`config.mk`:
```
export PLATFORM = sky130hd
export DESIGN_NAME = tdm_chain_serializer
export DESIGN_NICKNAME = d
export VERILOG_FILES = /design/src/rtl/tdmc_pkg.sv /design/src/rtl/tdmc_frame_timer.sv /design/src/rtl/tdmc_fwd_delay.sv /design/src/rtl/tdmc_slot_mux.sv /design/src/rtl/tdm_chain_serializer.sv
export SDC_FILE = /design/constraint.sdc
export NUM_CORES = 1
export LEC_CHECK = 0
export BUFFER_PORTS_ARGS = -buffer_cell sky130_fd_sc_hd__buf_2
export CAP_MARGIN = 20
export CORE_MARGIN = 10
export CORE_UTILIZATION = 45
export DETAILED_ROUTE_END_ITERATION = 10
export GPL_TIMING_DRIVEN = 0
export PLACE_DENSITY_LB_ADDON = 0.2
export SLEW_MARGIN = 20
export SYNTH_ARGS = -nofsm -noshare
export SYNTH_HDL_FRONTEND = slang
export SYNTH_SLANG_ARGS = --single-unit
```
`constraint.sdc`:
```
create_clock -name bclk -period 3.55 [get_ports bclk]
set_input_delay 0.1775 -clock bclk [delete_from_list [all_inputs] [get_ports bclk]]
set_output_delay 0.1775 -clock bclk [all_outputs]
set_load 0.05 [all_outputs]
```
`src/rtl/tdmc_pkg.sv`:
```
package tdmc_pkg;
  typedef enum logic {ROLE_FOLLOW = 1'b0, ROLE_LEAD = 1'b1} role_e;
  typedef enum logic {ALIGN_LEFT = 1'b0, ALIGN_I2S = 1'b1} align_e;
endpackage

```
`src/rtl/tdmc_frame_timer.sv`:
```
module tdmc_frame_timer
  import tdmc_pkg::*;
#(
  parameter int SLOT_W = 32,
  parameter int SLOTS  = 8,
  parameter int POS_W  = $clog2(SLOT_W * SLOTS)
) (
  input  logic             clk,
  input  logic             rst_n,
  input  role_e            role,
  input  align_e           align,
  input  logic             fclk_in,
  output logic [POS_W-1:0] pos,
  output logic [POS_W-1:0] next_pos,
  output logic             resync,
  output logic             fclk_out
);
  localparam int FRAME = SLOT_W * SLOTS;
  localparam logic [POS_W-1:0] LAST = POS_W'(FRAME - 1);

  logic fclk_prev;

  function automatic logic [POS_W-1:0] step(input logic [POS_W-1:0] p);
    return (p == LAST) ? '0 : p + 1'b1;
  endfunction

  // Level of the generated frame clock at a given position.
  function automatic logic lead_level(input logic [POS_W-1:0] p, input align_e a);
    if (a == ALIGN_LEFT) return int'(p) < SLOT_W;
    return !((p == LAST) || (int'(p) < SLOT_W - 1));
  endfunction

  logic [POS_W-1:0] start_pos;
  assign start_pos = (align == ALIGN_LEFT) ? '0 : LAST;

  // Start edge: rising for left-justified, falling for I2S.
  assign resync = (role == ROLE_FOLLOW) && (fclk_in != fclk_prev) &&
                  (fclk_in == (align == ALIGN_LEFT));

  assign next_pos = resync ? start_pos : step(pos);

  always_ff @(posedge clk or negedge rst_n) begin
    if (!rst_n) begin
      pos       <= LAST;
      fclk_prev <= 1'b0;
      fclk_out  <= 1'b0;
    end else begin
      pos       <= next_pos;
      fclk_prev <= fclk_in;
      fclk_out  <= (role == ROLE_LEAD) ? lead_level(next_pos, align) : 1'b0;
    end
  end
endmodule

```
`src/rtl/tdmc_fwd_delay.sv`:
```
module tdmc_fwd_delay #(
  parameter int DLY = 64
) (
  input  logic clk,
  input  logic rst_n,
  input  logic din,
  output logic tap
);
  localparam int STAGES = DLY - 1;

  logic             cap;
  logic [STAGES-1:0] stg;

  // Capture on the edge opposite to the launch edge.
  always_ff @(negedge clk or negedge rst_n) begin
    if (!rst_n) cap <= 1'b0;
    else        cap <= din;
  end

  generate
    if (STAGES > 1) begin : g_line
      always_ff @(posedge clk or negedge rst_n) begin
        if (!rst_n) stg <= '0;
        else        stg <= {stg[STAGES-2:0], cap};
      end
    end else begin : g_single
      always_ff @(posedge clk or negedge rst_n) begin
        if (!rst_n) stg <= '0;
        else        stg <= cap;
      end
    end
  endgenerate

  assign tap = stg[STAGES-1];
endmodule

```
`src/rtl/tdmc_slot_mux.sv`:
```
module tdmc_slot_mux #(
  parameter int SAMPLE_W = 24,
  parameter int SLOT_W   = 32,
  parameter int POS_W    = 8
) (
  input  logic                clk,
  input  logic                rst_n,
  input  logic [POS_W-1:0]    next_pos,
  input  logic [SAMPLE_W-1:0] left_in,
  input  logic [SAMPLE_W-1:0] right_in,
  input  logic                fwd_bit,
  output logic                bit_next
);
  localparam int OWN_BITS = 2 * SLOT_W;

  logic [SAMPLE_W-1:0] left_hold, right_hold, left_use;
  logic                frame_load, own_region, right_slot;
  int                  bit_idx;

  function automatic int bit_of(input logic [POS_W-1:0] p);
    return int'(p) % SLOT_W;
  endfunction

  function automatic logic pick(input logic [SAMPLE_W-1:0] w, input int idx);
    logic [SAMPLE_W-1:0] sh;
    if (idx >= SAMPLE_W) return 1'b0;
    sh = w >> (SAMPLE_W - 1 - idx);
    return sh[0];
  endfunction

  assign frame_load = (next_pos == '0);
  assign own_region = int'(next_pos) < OWN_BITS;
  assign right_slot = int'(next_pos) >= SLOT_W;
  assign bit_idx    = bit_of(next_pos);
  assign left_use   = frame_load ? left_in : left_hold;

  always_ff @(posedge clk or negedge rst_n) begin
    if (!rst_n) begin
      left_hold  <= '0;
      right_hold <= '0;
    end else if (frame_load) begin
      left_hold  <= left_in;
      right_hold <= right_in;
    end
  end

  always_comb begin
    if (own_region) bit_next = pick(right_slot ? right_hold : left_use, bit_idx);
    else            bit_next = fwd_bit;
  end
endmodule

```
`src/rtl/tdm_chain_serializer.sv`:
```
module tdm_chain_serializer
  import tdmc_pkg::*;
#(
  parameter int SAMPLE_W = 24,
  parameter int SLOT_W   = 32,
  parameter int SLOTS    = 8
) (
  input  logic                bclk,
  input  logic                rst_n,
  input  logic                lead_mode,
  input  logic                i2s_align,
  input  logic                fclk_in,
  input  logic                tdm_in,
  input  logic [SAMPLE_W-1:0] left_smp,
  input  logic [SAMPLE_W-1:0] right_smp,
  output logic                fclk_out,
  output logic                sdo
);
  localparam int FRAME   = SLOT_W * SLOTS;
  localparam int POS_W   = $clog2(FRAME);
  localparam int FWD_DLY = 2 * SLOT_W;

  role_e            role;
  align_e           align;
  logic [POS_W-1:0] pos, next_pos;
  logic             resync, fwd_tap, bit_next;

  assign role  = role_e'(lead_mode);
  assign align = align_e'(i2s_align);

  tdmc_frame_timer #(.SLOT_W(SLOT_W), .SLOTS(SLOTS), .POS_W(POS_W)) i_timer (
    .clk(bclk), .rst_n(rst_n), .role(role), .align(align), .fclk_in(fclk_in),
    .pos(pos), .next_pos(next_pos), .resync(resync), .fclk_out(fclk_out)
  );

  tdmc_fwd_delay #(.DLY(FWD_DLY)) i_fwd (
    .clk(bclk), .rst_n(rst_n), .din(tdm_in), .tap(fwd_tap)
  );

  tdmc_slot_mux #(.SAMPLE_W(SAMPLE_W), .SLOT_W(SLOT_W), .POS_W(POS_W)) i_mux (
    .clk(bclk), .rst_n(rst_n), .next_pos(next_pos), .left_in(left_smp),
    .right_in(right_smp), .fwd_bit(fwd_tap), .bit_next(bit_next)
  );

  always_ff @(posedge bclk or negedge rst_n) begin
    if (!rst_n) sdo <= 1'b0;
    else        sdo <= bit_next;
  end
endmodule

```
# Word-level counts from Yosys, hierarchy flattened
# Cells that the tools add are included.
# totals
ff_bits,123
word_cells,39
out_inout_bits,2
# op_classes
n_eq_ne,4
n_addsub,2
n_lt_le_gt_ge,5
muxes,12
shift,1
bitwise,2
reduce_logical,5
# ops
cell,count
two-way mux 24 bit,2
>> shifter 24 x 32 -> 1 bit,1
two-way mux 8 bit,3
"equality test 8 bit, second input constant",2
"adder 8 x 1 -> 8 bit, second input constant",1
"greater-or-equal comparator 8 x 6 -> 1 bit, second input constant",1
logical NOT 8 bit,1
"< comparator 8 x 5 -> 1 bit, second input constant",1
"< comparator 8 x 6 -> 1 bit, second input constant",1
"< comparator 8 x 7 -> 1 bit, second input constant",1
two-way mux 1 bit,7
"subtractor 5 x 5 -> 6 bit, first input constant",1
"greater-or-equal comparator 5 bit, second input constant",1
logical AND 1 bit,2
NOT 1 bit,2
equality test 1 bit,1
logical NOT 1 bit,1
logical OR 1 bit,1
inequality test 1 bit,1

# Longest topological paths before layout
# logic_depth
ltp_word,10
depth_mapped,14
ltp_nobuf,11

# Hierarchy
# A second synthesis with hierarchy kept.
# hier_totals
cells_unflattened,343
hier_area_um2,4802.1
# modules_own_cells
module,cells_per_inst,area_each_um2,n_inst
tdmc_slot_mux,223,2608.8,1
tdmc_fwd_delay,64,1601.5,1
tdmc_frame_timer,55,566.8,1
tdm_chain_serializer,1,25.0,1

==> results.cfg <==
[sta]
tightestPinTransition_ns = 0.619
finalClockSkew_ns = 0.0690
final-max-slew-violation-count = 0
hold_viol = 0
slew_headroom_pct = 58.5
period_needed_ns = 3.33
max_freq_mhz = 300
period_share_pct = 93.9
final.setup.tns_ns = 0
rsz0062_at_grt = false
setup_viol = 0
hold_slack_ns = 0.0423

[place]
dpl_cell_area_sq_mm = 0.00525
io_buffers = 55
dp_hpwl_microns = 6830
gp_congestion = 0.801

[hold_path]
min_path_type = in2reg

[final_layout]
areaGrowthSynthToFinish_pct = 33.0
drive_gt1_share_pct = 35.8
fillers = 778
fin_nets = 520
diodes = 0
fin_area_sq_mm = 0.00635

[worst_setup_path]
critical_path_arrival_ns = 3.72
start_kind = register
end_kind = register
path_max_fanout = 10
reg2reg_slack_ns = 0.22
cp.required_ns = 3.94
critPathKind = reg2reg

[logic_synthesis]
synth_cell_type_count = 55
syn_nets = 394
ys_ff_latch = 123
syn_avg_cell_area_sq_um = 14.1
ys.flop_type = dfrtp_1
yosys.cell_count.top_type = dfrtp_1
async_flop_share_pct = 100
synth_edf_count = 0
synth_top_cell_by_area = dfrtp_1
yosys_warnings = 0
synth_top_area_share_pct = 59.7
seq_area_frac_synth_pct = 64.7
netlist_area_sq_mm = 0.00477
synth_area_leaders = dfrtp_1 (60%), mux2_2 (11%), dfstp_2 (4.4%)
yosys-top-cells-count = dfrtp_1 (114), mux2_2 (45), nand2_1 (28), mux2i_1 (14)
syn_inst = 338

[die]
initial_core_util_pct = 46.2
design.die.area_sq_mm = 0.0151
fp.dieW_microns = 123
core-area_sq_mm = 0.0103
rows = 37
pin_count = 56
die_h_microns = 123

[cts]
cts_max_level = 4
clock_path_buffers = 2
cts_made_buffers = 17
cts.sinks = 123
cts.clk_slew.worst_paths_ns = 0.06
clock_latency_ns = 0.51
cts_tree = done
root_buffer = clkbuf_8
cts_resized = 0

[power]
irDropWorstVdd_mv = 0.428
totalPowerFinal_mw = 5.07
total_leakage_power_nw = 2.85
p_per_area_mw_per_mm2 = 798

[route]
routedWlPerCell_microns = 17.1
num_vias = 3136
drc = 0
drt.antenna.violating_nets = 0
initialDrtViolationCount = 205
vias_per_cell = 5.12
firstDrtPassIters = 4
routed_wl_microns = 10500

[global_routing]
grt_overflow = 0
grt.total_usage_pct = 14.8
antenna_found_initial = 0
grt_max_degree = 87
grt_first_pass_wirelength_microns = 17100
grt_pass1_vias = 3418

[run_status]
status = completed

[flow_run]
maxCapViolCount = 0
==> report_power, final <==
| part | internal (mW) | total, mW | leakage, nW | switching (mW) |
|---|---|---|---|---|
| logic | 0.689 | 1.44 | 1.08 | 0.750 |
| registers | 1.77 | 1.94 | 1.49 | 0.173 |
| clock network | 1.04 | 1.69 | 0.282 | 0.655 |
| total | 3.49 | 5.07 | 2.85 | 1.58 |
==> state kept, by name, summed over array words and instances (netlist names) <==
signal and cells:
i_fwd.cap 1, i_fwd.stg 63, i_mux.left_hold 24, i_mux.right_hold 24
i_timer.fclk_out 1, i_timer.fclk_prev 1, i_timer.pos 8, sdo 1
==> per-layer routing <==
layer  global-route usage (%)  up-vias  part of all wire, %
li1                         -     1476                    -
met1                     17.6     1579                   44
met2                     24.4       68                   50
met3                     5.61       13                  4.5
met4                     4.80        0                  1.2
met5                        0        -                    0
==> cell usage in the layout, fill, tap and decap left out, drive strengths merged, types with 2 or more instances in the layout <==
master	count
clkinv	3
inv	11
nor2	8
a221oi	2
and3	4
xor2	2
nor4	2
dfstp	8
o2111ai	4
a21oi	7
o21a	2
dfrtp	114
nor3	3
nand3	10
bufinv	2
clkinvlp	2
nand4	4
dlygate4sd3	51
o211ai	5
mux2	51
or3	3
mux2i	14
a211oi	2
a31oi	8
clkbuf	20
buf	74
nand2	28
o21ai	10
ha	2
nor3b	3
==> through the flow <==
step / setup WS, ns / std cells / utilization, %
final: 0.218 / 613 / 61.5
after global routing: 0.0709 / 613 / 61.5
after CTS: 0.238 / 613 / 61.5
after detailed placement: 0.255 / 530 / 50.9
after global placement: -0.823 / 529 / 50.6
after floorplan: 0.772 / 338 / -
==> cells by family after synthesis <==
logic type	count (synthesis)	share of synthesized area (%)
AO/OA/AOI/OAI	50	8.10
XOR/XNOR	3	0.550
adder cells (fa/ha/maj)	2	0.524
buffers and inverters	24	3.30
flip-flops	123	64.7
multiplexers	65	15.0
AND/OR/NAND/NOR	71	7.89
==> critical path, stage by stage (launching register included) <==
cell and delay, ns:
dfstp_2 0.61, ha_1 0.27, or2_2 0.29, o211ai_2 0.20
inv_2 0.14, a31oi_4 0.30, buf_4 0.29, mux2i_1 0.25
o211ai_1 0.12, a221oi_2 0.28, a31oi_1 0.10, a221o_1 0.36
==> layout make-up <==
type | instances | area [sq um] | share of cell area (%)
plain buffers | 19 | 139 | 2.19
clock buffers | 19 | 432 | 6.80
clock inverters | 13 | 156 | 2.46
inverters | 5 | 18.8 | 0.295
multi-input cells | 191 | 1530 | 24.1
flip-flops and latches | 123 | 3090 | 48.6
well taps | 136 | 170 | 2.68
repair buffers | 107 | 820 | 12.9
==> final timing paths <==
path | startpoint | to | cells past startpoint
max | i_timer.pos[0] | sdo | 11
min | i2s_align | i_timer.fclk_out | 3
max reg2reg | i_timer.pos[0] | sdo | 11
min reg2reg | i_fwd.stg[55] | i_fwd.stg[56] | 0
max in group asynchronous | rst_n | i_fwd.cap | 3
min in group asynchronous | rst_n | i_mux.left_hold[8] | 2
==> what timing repair did <==
action	in CTS	in global routing
hold buffers	51	0
endpoints found under the hold margin	138	0
buffers inserted	0	0
Note: power is estimated with default switching activity, not from simulation.
